==> config.mk <==
export PLATFORM = sky130hd
export DESIGN_NAME = crt105_recon
export DESIGN_NICKNAME = d
export VERILOG_FILES = /design/src/rtl/crt_pkg.sv /design/src/rtl/crt_weight_stage.sv /design/src/rtl/crt_mod_reduce.sv /design/src/rtl/crt_sign_view.sv /design/src/rtl/crt105_recon.sv
export SDC_FILE = /design/constraint.sdc
export NUM_CORES = 1
export LEC_CHECK = 0
export CORE_MARGIN = 4
export CORE_UTILIZATION = 65
export CTS_BUF_LIST = sky130_fd_sc_hd__clkbuf_8
export DETAILED_ROUTE_END_ITERATION = 10
export DONT_BUFFER_PORTS = 1
export PLACE_DENSITY = 0.87
export SLEW_MARGIN = 20
export SYNTH_ARGS = -nofsm -noshare
export SYNTH_HDL_FRONTEND = slang
export SYNTH_HIERARCHICAL = 1
export SYNTH_SLANG_ARGS = --single-unit
==> constraint.sdc <==
create_clock -name clk -period 4.9 [get_ports clk]
set_input_delay 0.98 -clock clk [delete_from_list [all_inputs] [get_ports clk]]
set_output_delay 0.98 -clock clk [all_outputs]
set_load 0.1 [all_outputs]
==> src/rtl/crt_pkg.sv <==
// Shared constants and types for the modulo-105 reconstruction unit.
// Assumes the three moduli are pairwise coprime; the combined weights are
// derived here from the moduli rather than written in by hand.
package crt_pkg;

    localparam int M_A = 3;
    localparam int M_B = 5;
    localparam int M_C = 7;
    localparam int M_ALL = M_A * M_B * M_C;

    localparam int W_A = 2;
    localparam int W_B = 3;
    localparam int W_C = 3;
    localparam int W_OUT = $clog2(M_ALL);

    // Multiplicative inverse of a modulo m, found by search (m is small).
    function automatic int inv_mod(input int a, input int m);
        int r;
        r = 0;
        for (int k = 1; k < m; k++) begin
            if (((a * k) % m) == 1) r = k;
        end
        return r;
    endfunction

    localparam int WT_A = (M_ALL / M_A) * inv_mod((M_ALL / M_A) % M_A, M_A);
    localparam int WT_B = (M_ALL / M_B) * inv_mod((M_ALL / M_B) % M_B, M_B);
    localparam int WT_C = (M_ALL / M_C) * inv_mod((M_ALL / M_C) % M_C, M_C);

    // Worst-case weighted sum with in-range residues sets the sum width.
    localparam int SUM_MAX = WT_A * (M_A - 1) + WT_B * (M_B - 1) + WT_C * (M_C - 1);
    localparam int W_SUM = $clog2(SUM_MAX + 1);
    localparam int HALF = (M_ALL - 1) / 2;

    typedef struct packed {
        logic             vld;
        logic             err;
        logic [W_SUM-1:0] sum;
    } wsum_t;

endpackage

==> src/rtl/crt_weight_stage.sv <==
// First pipeline stage: checks each residue against its modulus and forms
// the weighted sum of the three residues. Assumes the weights come from
// crt_pkg. An out-of-range triple is flagged and its sum is zeroed.
module crt_weight_stage
    import crt_pkg::*;
(
    input  logic           clk,
    input  logic           rst_n,
    input  logic           in_vld,
    input  logic [W_A-1:0] res_a,
    input  logic [W_B-1:0] res_b,
    input  logic [W_C-1:0] res_c,
    output wsum_t          stage_q
);

    logic             bad;
    logic [W_SUM-1:0] sum_d;

    // Range check of every residue against its own modulus.
    always_comb begin
        bad = (int'(res_a) >= M_A) || (int'(res_b) >= M_B) || (int'(res_c) >= M_C);
    end

    // Weighted sum; each term is widened to the full sum width first.
    always_comb begin
        sum_d = W_SUM'(res_a) * W_SUM'(WT_A)
              + W_SUM'(res_b) * W_SUM'(WT_B)
              + W_SUM'(res_c) * W_SUM'(WT_C);
    end

    // Stage register with synchronous clear.
    always_ff @(posedge clk) begin
        if (!rst_n) begin
            stage_q <= '0;
        end else begin
            stage_q.vld <= in_vld;
            stage_q.err <= in_vld && bad;
            stage_q.sum <= (in_vld && !bad) ? sum_d : '0;
        end
    end

endmodule

==> src/rtl/crt_mod_reduce.sv <==
// Second pipeline stage: brings the weighted sum into 0..M_ALL-1 by at most
// one of two conditional subtractions (2*M_ALL or M_ALL). Assumes the sum
// never exceeds SUM_MAX, which is below 3*M_ALL for these moduli.
module crt_mod_reduce
    import crt_pkg::*;
(
    input  logic             clk,
    input  logic             rst_n,
    input  wsum_t            stage_d,
    output logic             vld_q,
    output logic             err_q,
    output logic [W_OUT-1:0] val_q
);

    localparam logic [W_SUM-1:0] ONE_M = W_SUM'(M_ALL);
    localparam logic [W_SUM-1:0] TWO_M = W_SUM'(2 * M_ALL);

    logic [W_SUM-1:0] red;

    // Choose the one subtraction that lands in range.
    always_comb begin
        if (stage_d.sum >= TWO_M)      red = stage_d.sum - TWO_M;
        else if (stage_d.sum >= ONE_M) red = stage_d.sum - ONE_M;
        else                           red = stage_d.sum;
    end

    // Output register; an error forces the value to zero.
    always_ff @(posedge clk) begin
        if (!rst_n) begin
            vld_q <= 1'b0;
            err_q <= 1'b0;
            val_q <= '0;
        end else begin
            vld_q <= stage_d.vld;
            err_q <= stage_d.err;
            val_q <= stage_d.err ? '0 : red[W_OUT-1:0];
        end
    end

endmodule

==> src/rtl/crt_sign_view.sv <==
// Combinational centred reading of a value in 0..M_ALL-1: values above HALF
// map to value - M_ALL in two's complement of the same width.
module crt_sign_view
    import crt_pkg::*;
(
    input  logic                    [W_OUT-1:0] val,
    output logic signed [W_OUT-1:0] sgn
);

    // Wrap the upper half of the ring to negative numbers.
    always_comb begin
        if (int'(val) > HALF) sgn = $signed(val - W_OUT'(M_ALL));
        else                  sgn = $signed(val);
    end

endmodule

==> src/rtl/crt105_recon.sv <==
// Residue-to-binary reconstruction for moduli 3, 5 and 7 (range 0..104).
// Two-cycle pipeline, one triple per clock; synchronous active-low reset.
// Assumes upstream word lengths keep true results inside the ring.
module crt105_recon
    import crt_pkg::*;
(
    input  logic                    clk,
    input  logic                    rst_n,
    input  logic                    in_vld,
    input  logic [W_A-1:0]          res3,
    input  logic [W_B-1:0]          res5,
    input  logic [W_C-1:0]          res7,
    output logic                    out_vld,
    output logic [W_OUT-1:0]        out_val,
    output logic signed [W_OUT-1:0] out_sgn,
    output logic                    out_err
);

    wsum_t stage1;

    crt_weight_stage u_weight (
        .clk     (clk),
        .rst_n   (rst_n),
        .in_vld  (in_vld),
        .res_a   (res3),
        .res_b   (res5),
        .res_c   (res7),
        .stage_q (stage1)
    );

    crt_mod_reduce u_reduce (
        .clk     (clk),
        .rst_n   (rst_n),
        .stage_d (stage1),
        .vld_q   (out_vld),
        .err_q   (out_err),
        .val_q   (out_val)
    );

    crt_sign_view u_sign (
        .val (out_val),
        .sgn (out_sgn)
    );

endmodule

Word-level counts from Yosys, hierarchy flattened --
Cells that the tools add are included.
Operators by class: $add $sub $neg 5, multipliers 3, order comparisons 6, mux-type cells 3, bitwise gates (word level) 1, reduce and logical (&&, ||, !) cells 7
Operators with widths (number):
- $mux 7 | 3
- $sub 7x7->7 const B | 3
- $add 9x7->9 | 1
- $add 9x8->9 | 1
- $ge 9x7->1 const B | 1
- $ge 9x8->1 const B | 1
- $mul 2x6->8 const B | 1
- $mul 3x5->8 const B | 1
- $gt 7x6->1 const B | 1
- $mul 3x4->7 const B | 1
- $ge 3x3->1 const B | 2
- $ge 2x2->1 const B | 1
- $logic_and 1x1->1 | 2
- $logic_or 1x1->1 | 2
- $reduce_and 2->1 | 1
- $reduce_or 2->1 | 1
- $logic_not 1->1 | 1
- $not 1->1 | 1
Word-level totals: register bits after elaboration 20, input bits 11, output and inout port bits 16

Logic depth before layout (Yosys ltp) --
Gate-level depths: netlist (run 1).
word-level depth 6, depth in mapped cells 14, mapped depth without buffers 14

By module --
The synthesis (run 1) kept the hierarchy.
Modules (own cells, without submodules):
- crt_weight_stage | instances 1, cells an instance 111, area an instance 1052.3 sq um, sequential area each 220.2 sq um
- crt_mod_reduce | instances 1, cells an instance 71, area an instance 614.3 sq um, sequential area each 180.2 sq um
- crt_sign_view | instances 1, cells an instance 24, area an instance 188.9 sq um, sequential area each 0.0 sq um

Worst setup path before layout (run 1) --
Ideal clock, no wire load.
path type flip-flop to output port, start point register u_reduce.val_q[0], end point output out_sgn[6], arrival time 3801 ps, setup slack 119 ps, stages on the path, launching flop included 6, buffers on the path 0, cells stage by stage dfxtp_1 > inv_1 > ha_1 > nor2b_4 > o211ai_1 > o21ai_0
Between the ends: cells in the longest elaborated chain, start to end 2
Ends and longest elaborated chain:
- start: declaration | line crt_mod_reduce.sv:12 | output logic [W_OUT-1:0] val_q
- start signal: assignment | line crt_mod_reduce.sv:36 | val_q <= stage_d.err ? '0 : red[W_OUT-1:0];
- $sub 7x7->7 or $gt 7x6->1 (tied branches) | line crt_sign_view.sv:12 | if (int'(val) > HALF) sgn = $signed(val - W_OUT'(M_ALL));
- $mux 7 (*) | line crt_sign_view.sv:12
- end: declaration | line crt105_recon.sv:15 | output logic signed [W_OUT-1:0] out_sgn,
Every way passes the cells marked *; elsewhere a longest branch is shown, timed or not.

Final worst setup path (run 1) --
start point input res7[0], end point register u_weight/stage_q[8] in the netlist's numbering
Between the ends: cells in the longest elaborated chain, start to end 5
Ends and longest elaborated chain:
- start: declaration | line crt105_recon.sv:12 | input logic [W_C-1:0] res7,
- branches (longest 5 deep; another with $add 9x7->9)
- end: declaration | line crt_weight_stage.sv:13 | output wsum_t stage_q
Parallel ways; which one is timed is not known. A chain may end at the register's enable or synchronous reset.

==> results.sh, run 1 <==
export IMPL_outcome="finished, final reports clean"
export IMPL_antenna_found_initial=0
export IMPL_post_route_min_period_ns=4.231
export IMPL_grt_pass1_wl_um=6486
export IMPL_cts_hold_buffers=0
export IMPL_reg2reg_depth=7
export IMPL_post_route_util=0.7584
export IMPL_vias=1493
export IMPL_nets=271
export IMPL_finalNonFillerCells=252
export IMPL_cp_buffers_inverters=4
export IMPL_powerDensity_nw_per_um2=358.9
export IMPL_num_fill_cells=183
export IMPL_yosysWarnings=6
export IMPL_worst_path_stages=14
export IMPL_rows=19
export IMPL_placed_cells=249
export IMPL_whs_path_depth=1
export IMPL_peakVddDrop_uv=305.1
export IMPL_worstMarginPinSlew_ns=1.101
export IMPL_setup_viol=0
export IMPL_syn_num_nets=254
export IMPL_r2r_slack_ns=2.91
export IMPL_die_area_um2=3774
export IMPL_drtIter0Drc=61
export IMPL_drive_above_1_share=0.1357
export IMPL_grt_pass1_vias=1531
export IMPL_worstSetupPathType="in2reg"
export IMPL_clock_sinks=20
export IMPL_max_freq_mhz=236.3
export IMPL_grt_total_usage=0.2334
export IMPL_rsz0062_at_grt="false"
export IMPL_wl_um=3824
export IMPL_ys_types=38
export IMPL_timing_rr_start="u_weight/stage_q[1]$_SDFF_PN0_"
export IMPL_critPathLaunchType="primary input"
export IMPL_cp_startpoint="res7[0]"
export IMPL_multi_input_area_um2=1356
export IMPL_grt_max_degree=11
export IMPL_slowest_stage="fa_1"
export IMPL_timing_rr_end="u_reduce/val_q[3]$_SDFF_PP0_"
export IMPL_htreeDepth=1
export IMPL_fin_total_pwr_uw=744.1
export IMPL_die_h_um=61.43
export IMPL_start_util=0.6787
export IMPL_via_per_inst=5.925
export IMPL_layout_commonest_cell="inv_1"
export IMPL_skew_ns=0.003467
export IMPL_leakagePower_nw=1.035
export IMPL_worstHoldPathType="reg2reg"
export IMPL_cts_clk_slew_worst_paths_ns=0.07
export IMPL_insertedDiodeCount=0
export IMPL_syn_area_um2=1856
export IMPL_syn_inst=206
export IMPL_maxSlewHeadroom=0.2647
export IMPL_final_max_slew_violation_count=0
export IMPL_cts_tree="yes"
export IMPL_setup_tns_ns=0
export IMPL_grt_remaining_overflow=0
export IMPL_first_pass_iters=4
export IMPL_yosysSeqAreaShare=0.2158
export IMPL_clockBufferDepth=2
export IMPL_cts_setup_buffers=0
export IMPL_root_buffer="clkbuf_8"
export IMPL_syn_avg_cell_area_um2=9.007
export IMPL_cts_resized=0
export IMPL_regArea_um2=400.4
export IMPL_place_congestion=0.8737
export IMPL_endpoint="u_weight/stage_q[8]$_SDFF_PN0_"
export IMPL_wire_per_inst_um=15.17
export IMPL_maxCapViolations=0
export IMPL_cp_required_ns=5.10
export IMPL_min_period_over_period=0.8636
export IMPL_mostFrequentLayoutCells="inv_1, ha_1, dfxtp_1, buf_4, nand2_1"
export IMPL_core_area_um2=2734
export IMPL_cp_cell_sequence="inv_1 > fa_1 > inv_1 > ha_1 > inv_1 > fa_1 > fa_1 > inv_1 > ha_1 > fa_1 > a211oi_1 > o21a_1 > o211ai_1 > nand2_1"
export IMPL_synth_seq_cells=20
export IMPL_crit_path_end_kind="flip-flop"
export IMPL_io_pins=27
export IMPL_cpPeakStageDelay_ns=0.59
export IMPL_io_buffers=0
export IMPL_worstSkewPairLatency_ns=0.25
export IMPL_arrival_ns=4.43
export IMPL_layout_area_overhead_vs_synth_pct=11.73
export IMPL_crit_family="adder cells"
export IMPL_die_w_um=61.43
export IMPL_worstPathMaxFanout=4
export IMPL_hold_viol_final=0
export IMPL_drtAntennaViolNets=0
export IMPL_dp_hpwl_um=3135
export IMPL_numCtsBuffers=3
export IMPL_drc_errors=0
[state kept, by name, summed over array words and instances (netlist names)]
register,flops
u_reduce/err_q,1
u_weight/stage_q,11
u_reduce/val_q,7
u_reduce/vld_q,1
[kinds of logic after synthesis]
family                   Yosys count  share of synthesized area
AO/OA/AOI/OAI                     46                     0.1875
XOR/XNOR                           9                    0.04248
AND/OR/NAND/NOR                   50                     0.1463
multiplexers                       6                    0.03237
flip-flops                        20                     0.2158
adder cells (fa/ha/maj)           37                     0.2980
buffers and inverters             38                    0.07754
[worst register-to-register path, cell delays in order (launching register included)]
cell       delay [ns]
dfxtp_1          0.33
inv_1            0.16
ha_1             0.22
nand2b_1         0.13
o2111ai_1        0.36
and2_1           0.27
a2bb2oi_1        0.25
mux2i_1          0.21
[cells in the mapped netlist (all sizes together)]
library cell  number  area share
a211oi             2      0.0081
a21boi             3       0.018
a21o               4       0.016
a21oi             11       0.030
a221o              1      0.0054
a2bb2oi            2      0.0094
a311oi             1      0.0047
a31oi              2       0.015
and2               7       0.024
and4b              1      0.0054
buf                1      0.0027
dfxtp             20        0.22
fa                12        0.13
ha                25        0.17
inv               37       0.075
mux2i              6       0.032
nand2             13       0.026
nand2b             8       0.027
nor2              11       0.022
nor2b              3       0.014
nor3               1      0.0027
o2111ai            1      0.0047
o211ai             4       0.016
o21a               4       0.016
o21ai              7       0.021
o31a               2       0.015
o31ai              2      0.0081
or3                3       0.013
or4                3       0.012
xnor2              6       0.028
xor2               3       0.014
[final cells by class]
cell class	count	share of cell area
Clock buffer	3	0.01992
Inverter	37	0.06699
Multi-Input combinational cell	148	0.6542
Sequential cell	20	0.1931
Tap cell	31	0.01871
Timing Repair Buffer	13	0.04707
[metrics by stage]
step,cell area (um^2),setup slack (ns),hold slack (ns)
6_report,2073,0.6685,0.4336
4_1_cts,2073,0.7233,0.4371
2_1_floorplan,1856,0.1186,0.4118
5_1_grt,2073,0.5044,0.4616
3_5_place_dp,2032,0.4455,0.4216
3_3_place_gp,2032,0.5287,0.4186
[how the worst min path moves through the flow]
stage	start	end	slack (ns)
after floorplan	u_weight/stage_q[10]$_SDFF_PN0_	u_reduce/vld_q$_SDFF_PN0_	0.41
after global placement	u_weight/stage_q[10]$_SDFF_PN0_	u_reduce/vld_q$_SDFF_PN0_	0.42
after detailed placement	u_weight/stage_q[10]$_SDFF_PN0_	u_reduce/vld_q$_SDFF_PN0_	0.42
after CTS	u_weight/stage_q[10]$_SDFF_PN0_	u_reduce/vld_q$_SDFF_PN0_	0.44
after global routing	u_weight/stage_q[10]$_SDFF_PN0_	u_reduce/vld_q$_SDFF_PN0_	0.46
final	u_weight/stage_q[10]$_SDFF_PN0_	u_reduce/vld_q$_SDFF_PN0_	0.43
[power by group]
| group | switching [mW] | internal, mW |
|---|---|---|
| Clock | 0.0484 | 0.0547 |
| Combinational | 0.279 | 0.160 |
| Sequential | 0.0240 | 0.178 |
[per-layer routing]
layer  vias to the layer above  routed length, um  global-route usage
met1                       699               1386              0.2467
li1                        720                  -                   -
met5                         -                  0                   0
met2                        58               2071              0.4290
met4                         0                144              0.1394
met3                        16                221             0.03983
(Power assumes the default switching activity.)
==> run 2, diff against run 1 <==
--- a/config.mk
+++ b/config.mk
@@ -7,9 +7,9 @@
 export LEC_CHECK = 0
 export CORE_MARGIN = 4
-export CORE_UTILIZATION = 65
+export CORE_UTILIZATION = 45
 export CTS_BUF_LIST = sky130_fd_sc_hd__clkbuf_8
 export DETAILED_ROUTE_END_ITERATION = 10
 export DONT_BUFFER_PORTS = 1
-export PLACE_DENSITY = 0.87
+export PLACE_DENSITY = 0.66
 export SLEW_MARGIN = 20
 export SYNTH_ARGS = -nofsm -noshare
==> constraint.sdc (replaced) <==
create_clock -name clk -period 4.9 [get_ports clk]
set_input_delay 1.225 -clock clk [delete_from_list [all_inputs] [get_ports clk]]
set_output_delay 1.225 -clock clk [all_outputs]
set_load 0.1 [all_outputs]
==> results.sh, run 2 (synthesis gave the netlist of run 1 again) <==
export IMPL_clock_sinks=20
export IMPL_layout_commonest_cell="inv_1"
export IMPL_r2r_slack_ns=2.95
export IMPL_die_h_um=72.22
export IMPL_hold_end="u_reduce/vld_q$_SDFF_PN0_"
export IMPL_top_register="u_weight/stage_q"
export IMPL_p_clk_frac=0.205
export IMPL_power_share_combinational=0.547
export IMPL_cp_cell_sequence="inv_1 > fa_1 > inv_1 > ha_1 > inv_1 > fa_1 > fa_1 > inv_1 > ha_1 > fa_1 > a211oi_1 > o21a_1 > o211ai_1 > nand2_1"
export IMPL_vias=1412
export IMPL_rows=23
export IMPL_grt_pass1_vias=1343
export IMPL_via_per_inst=5.172
export IMPL_antenna_found_initial=0
export IMPL_maxCapViolations=0
export IMPL_peakVddDrop_uv=217.9
export IMPL_largest_reg_flops=11
export IMPL_final_max_slew_violation_count=0
export IMPL_pwr_share_seq=0.249
export IMPL_powerDensity_nw_per_um2=369.9
export IMPL_nets=272
export IMPL_start_util=0.4639
export IMPL_dp_hpwl_um=2784
export IMPL_fin_total_pwr_uw=789.6
export IMPL_first_pass_iters=4
export IMPL_io_pins=27
export IMPL_cts_setup_buffers=0
export IMPL_wl_um=3226
export IMPL_p_int_uw=445.0
export IMPL_post_route_util=0.5336
export IMPL_slowest_stage="fa_1"
export IMPL_mostFrequentLayoutCells="inv_1, ha_1, dfxtp_1, buf_4, nand2_1"
export IMPL_skew_ns=0.004582
export IMPL_core_area_um2=4000
export IMPL_min_from="u_weight/stage_q[10]$_SDFF_PN0_"
export IMPL_grt_max_degree=13
export IMPL_cts_resized=0
export IMPL_timing_rr_end="u_reduce/val_q[3]$_SDFF_PP0_"
export IMPL_place_congestion=0.8372
export IMPL_drc_errors=0
export IMPL_maxSlewHeadroom=0.3774
export IMPL_worstPathMaxFanout=4
export IMPL_grt_pass1_wl_um=5644
export IMPL_cts_clk_slew_worst_paths_ns=0.08
export IMPL_p_switching_uw=344.6
export IMPL_cp_startpoint="res7[0]"
export IMPL_cp_required_ns=5.10
export IMPL_critPathLaunchType="primary input"
export IMPL_root_buffer="clkbuf_8"
export IMPL_numCtsBuffers=3
export IMPL_clockBufferDepth=2
export IMPL_reg2reg_depth=7
export IMPL_min_period_over_period=0.8980
export IMPL_grt_remaining_overflow=0
export IMPL_drtIter0Drc=57
export IMPL_cpPeakStageDelay_ns=0.57
export IMPL_placed_area_um2=2063
export IMPL_timing_rr_start="u_weight/stage_q[1]$_SDFF_PN0_"
export IMPL_fin_area_um2=2135
export IMPL_post_route_min_period_ns=4.400
export IMPL_arrival_ns=4.60
export IMPL_placed_cells=269
export IMPL_setup_viol=0
export IMPL_insertedDiodeCount=0
export IMPL_io_buffers=0
export IMPL_rsz0062_at_grt="false"
export IMPL_outcome="finished, final reports clean"
export IMPL_die_area_um2=5215
export IMPL_sw_frac_of_total=0.4365
export IMPL_cts_tree="yes"
export IMPL_finalNonFillerCells=273
export IMPL_htreeDepth=1
export IMPL_hold_viol_final=0
export IMPL_whs_path_depth=1
export IMPL_die_w_um=72.22
export IMPL_worstMarginPinSlew_ns=0.9326
export IMPL_worstSkewPairLatency_ns=0.25
export IMPL_drive_above_1_share=0.1435
export IMPL_layout_area_overhead_vs_synth_pct=15.04
export IMPL_cts_hold_buffers=0
export IMPL_grt_total_usage=0.1333
export IMPL_crit_path_end_kind="flip-flop"
export IMPL_leakagePower_nw=1.054
export IMPL_setup_tns_ns=0
export IMPL_max_freq_mhz=227.3
export IMPL_worstHoldPathType="reg2reg"
export IMPL_drtAntennaViolNets=0
export IMPL_worstSetupPathType="in2reg"
export IMPL_top_regs="u_weight/stage_q: 11 flops, u_reduce/val_q: 7 flops"
export IMPL_wire_per_inst_um=11.82
run 2: cell count changes in the layout (fill, tap and decap cells not counted):
cell       before  now
buf_4          13   14
bufinv_16       0    1
run 2: final cells by class:
| cell class | count | area [um^2] |
|---|---|---|
| Clock inverter | 1 | 30.03 |
| Tap cell | 50 | 62.56 |
| Sequential cell | 20 | 400.4 |
| Inverter | 37 | 138.9 |
| Clock buffer | 3 | 41.29 |
| Fill cell | 374 | 1866 |
| Multi-Input combinational cell | 148 | 1356 |
| Timing Repair Buffer | 14 | 105.1 |
run 2: critical path, delay by kind of cell:
family	cells	cell delay, ns
fa+ha+maj	6	2.54
compound gates	3	0.56
buf+inv	4	0.17
simple gates	1	0.10
run 2: power groups by stage:
stage	combinational, mW	sequential, mW	clock, mW
after floorplan	0.309	0.243	0
after detailed placement	0.433	0.200	0
final	0.432	0.196	0.162
after global placement	0.429	0.200	0
after global routing	0.493	0.199	0.173
after CTS	0.437	0.196	0.166
run 2: routing by layer:
layer | routed length, um | track usage | vias to the layer above | part of all wire
li1 | - | - | 720 | -
met1 | 1273 | 0.1446 | 648 | 0.39
met2 | 1659 | 0.2427 | 36 | 0.51
met3 | 203 | 0.02909 | 8 | 0.063
met4 | 89 | 0.06472 | 0 | 0.028
met5 | 0 | 0 | - | 0
run 2: per-stage QoR:
stage | hold slack (ns) | worst slack, ns
2_1_floorplan | 0.4118 | 0.2701
3_3_place_gp | 0.4152 | 0.2830
3_5_place_dp | 0.4206 | 0.2514
4_1_cts | 0.4390 | 0.5163
5_1_grt | 0.4504 | 0.3645
6_report | 0.4383 | 0.5000
run 2: worst max-delay path by stage:
stage / endpoint
after floorplan: out_sgn[3]
after global placement: u_weight/stage_q[6]$_SDFF_PN0_
after detailed placement: u_weight/stage_q[8]$_SDFF_PN0_
after CTS: u_weight/stage_q[8]$_SDFF_PN0_
after global routing: u_weight/stage_q[6]$_SDFF_PN0_
final: u_weight/stage_q[8]$_SDFF_PN0_
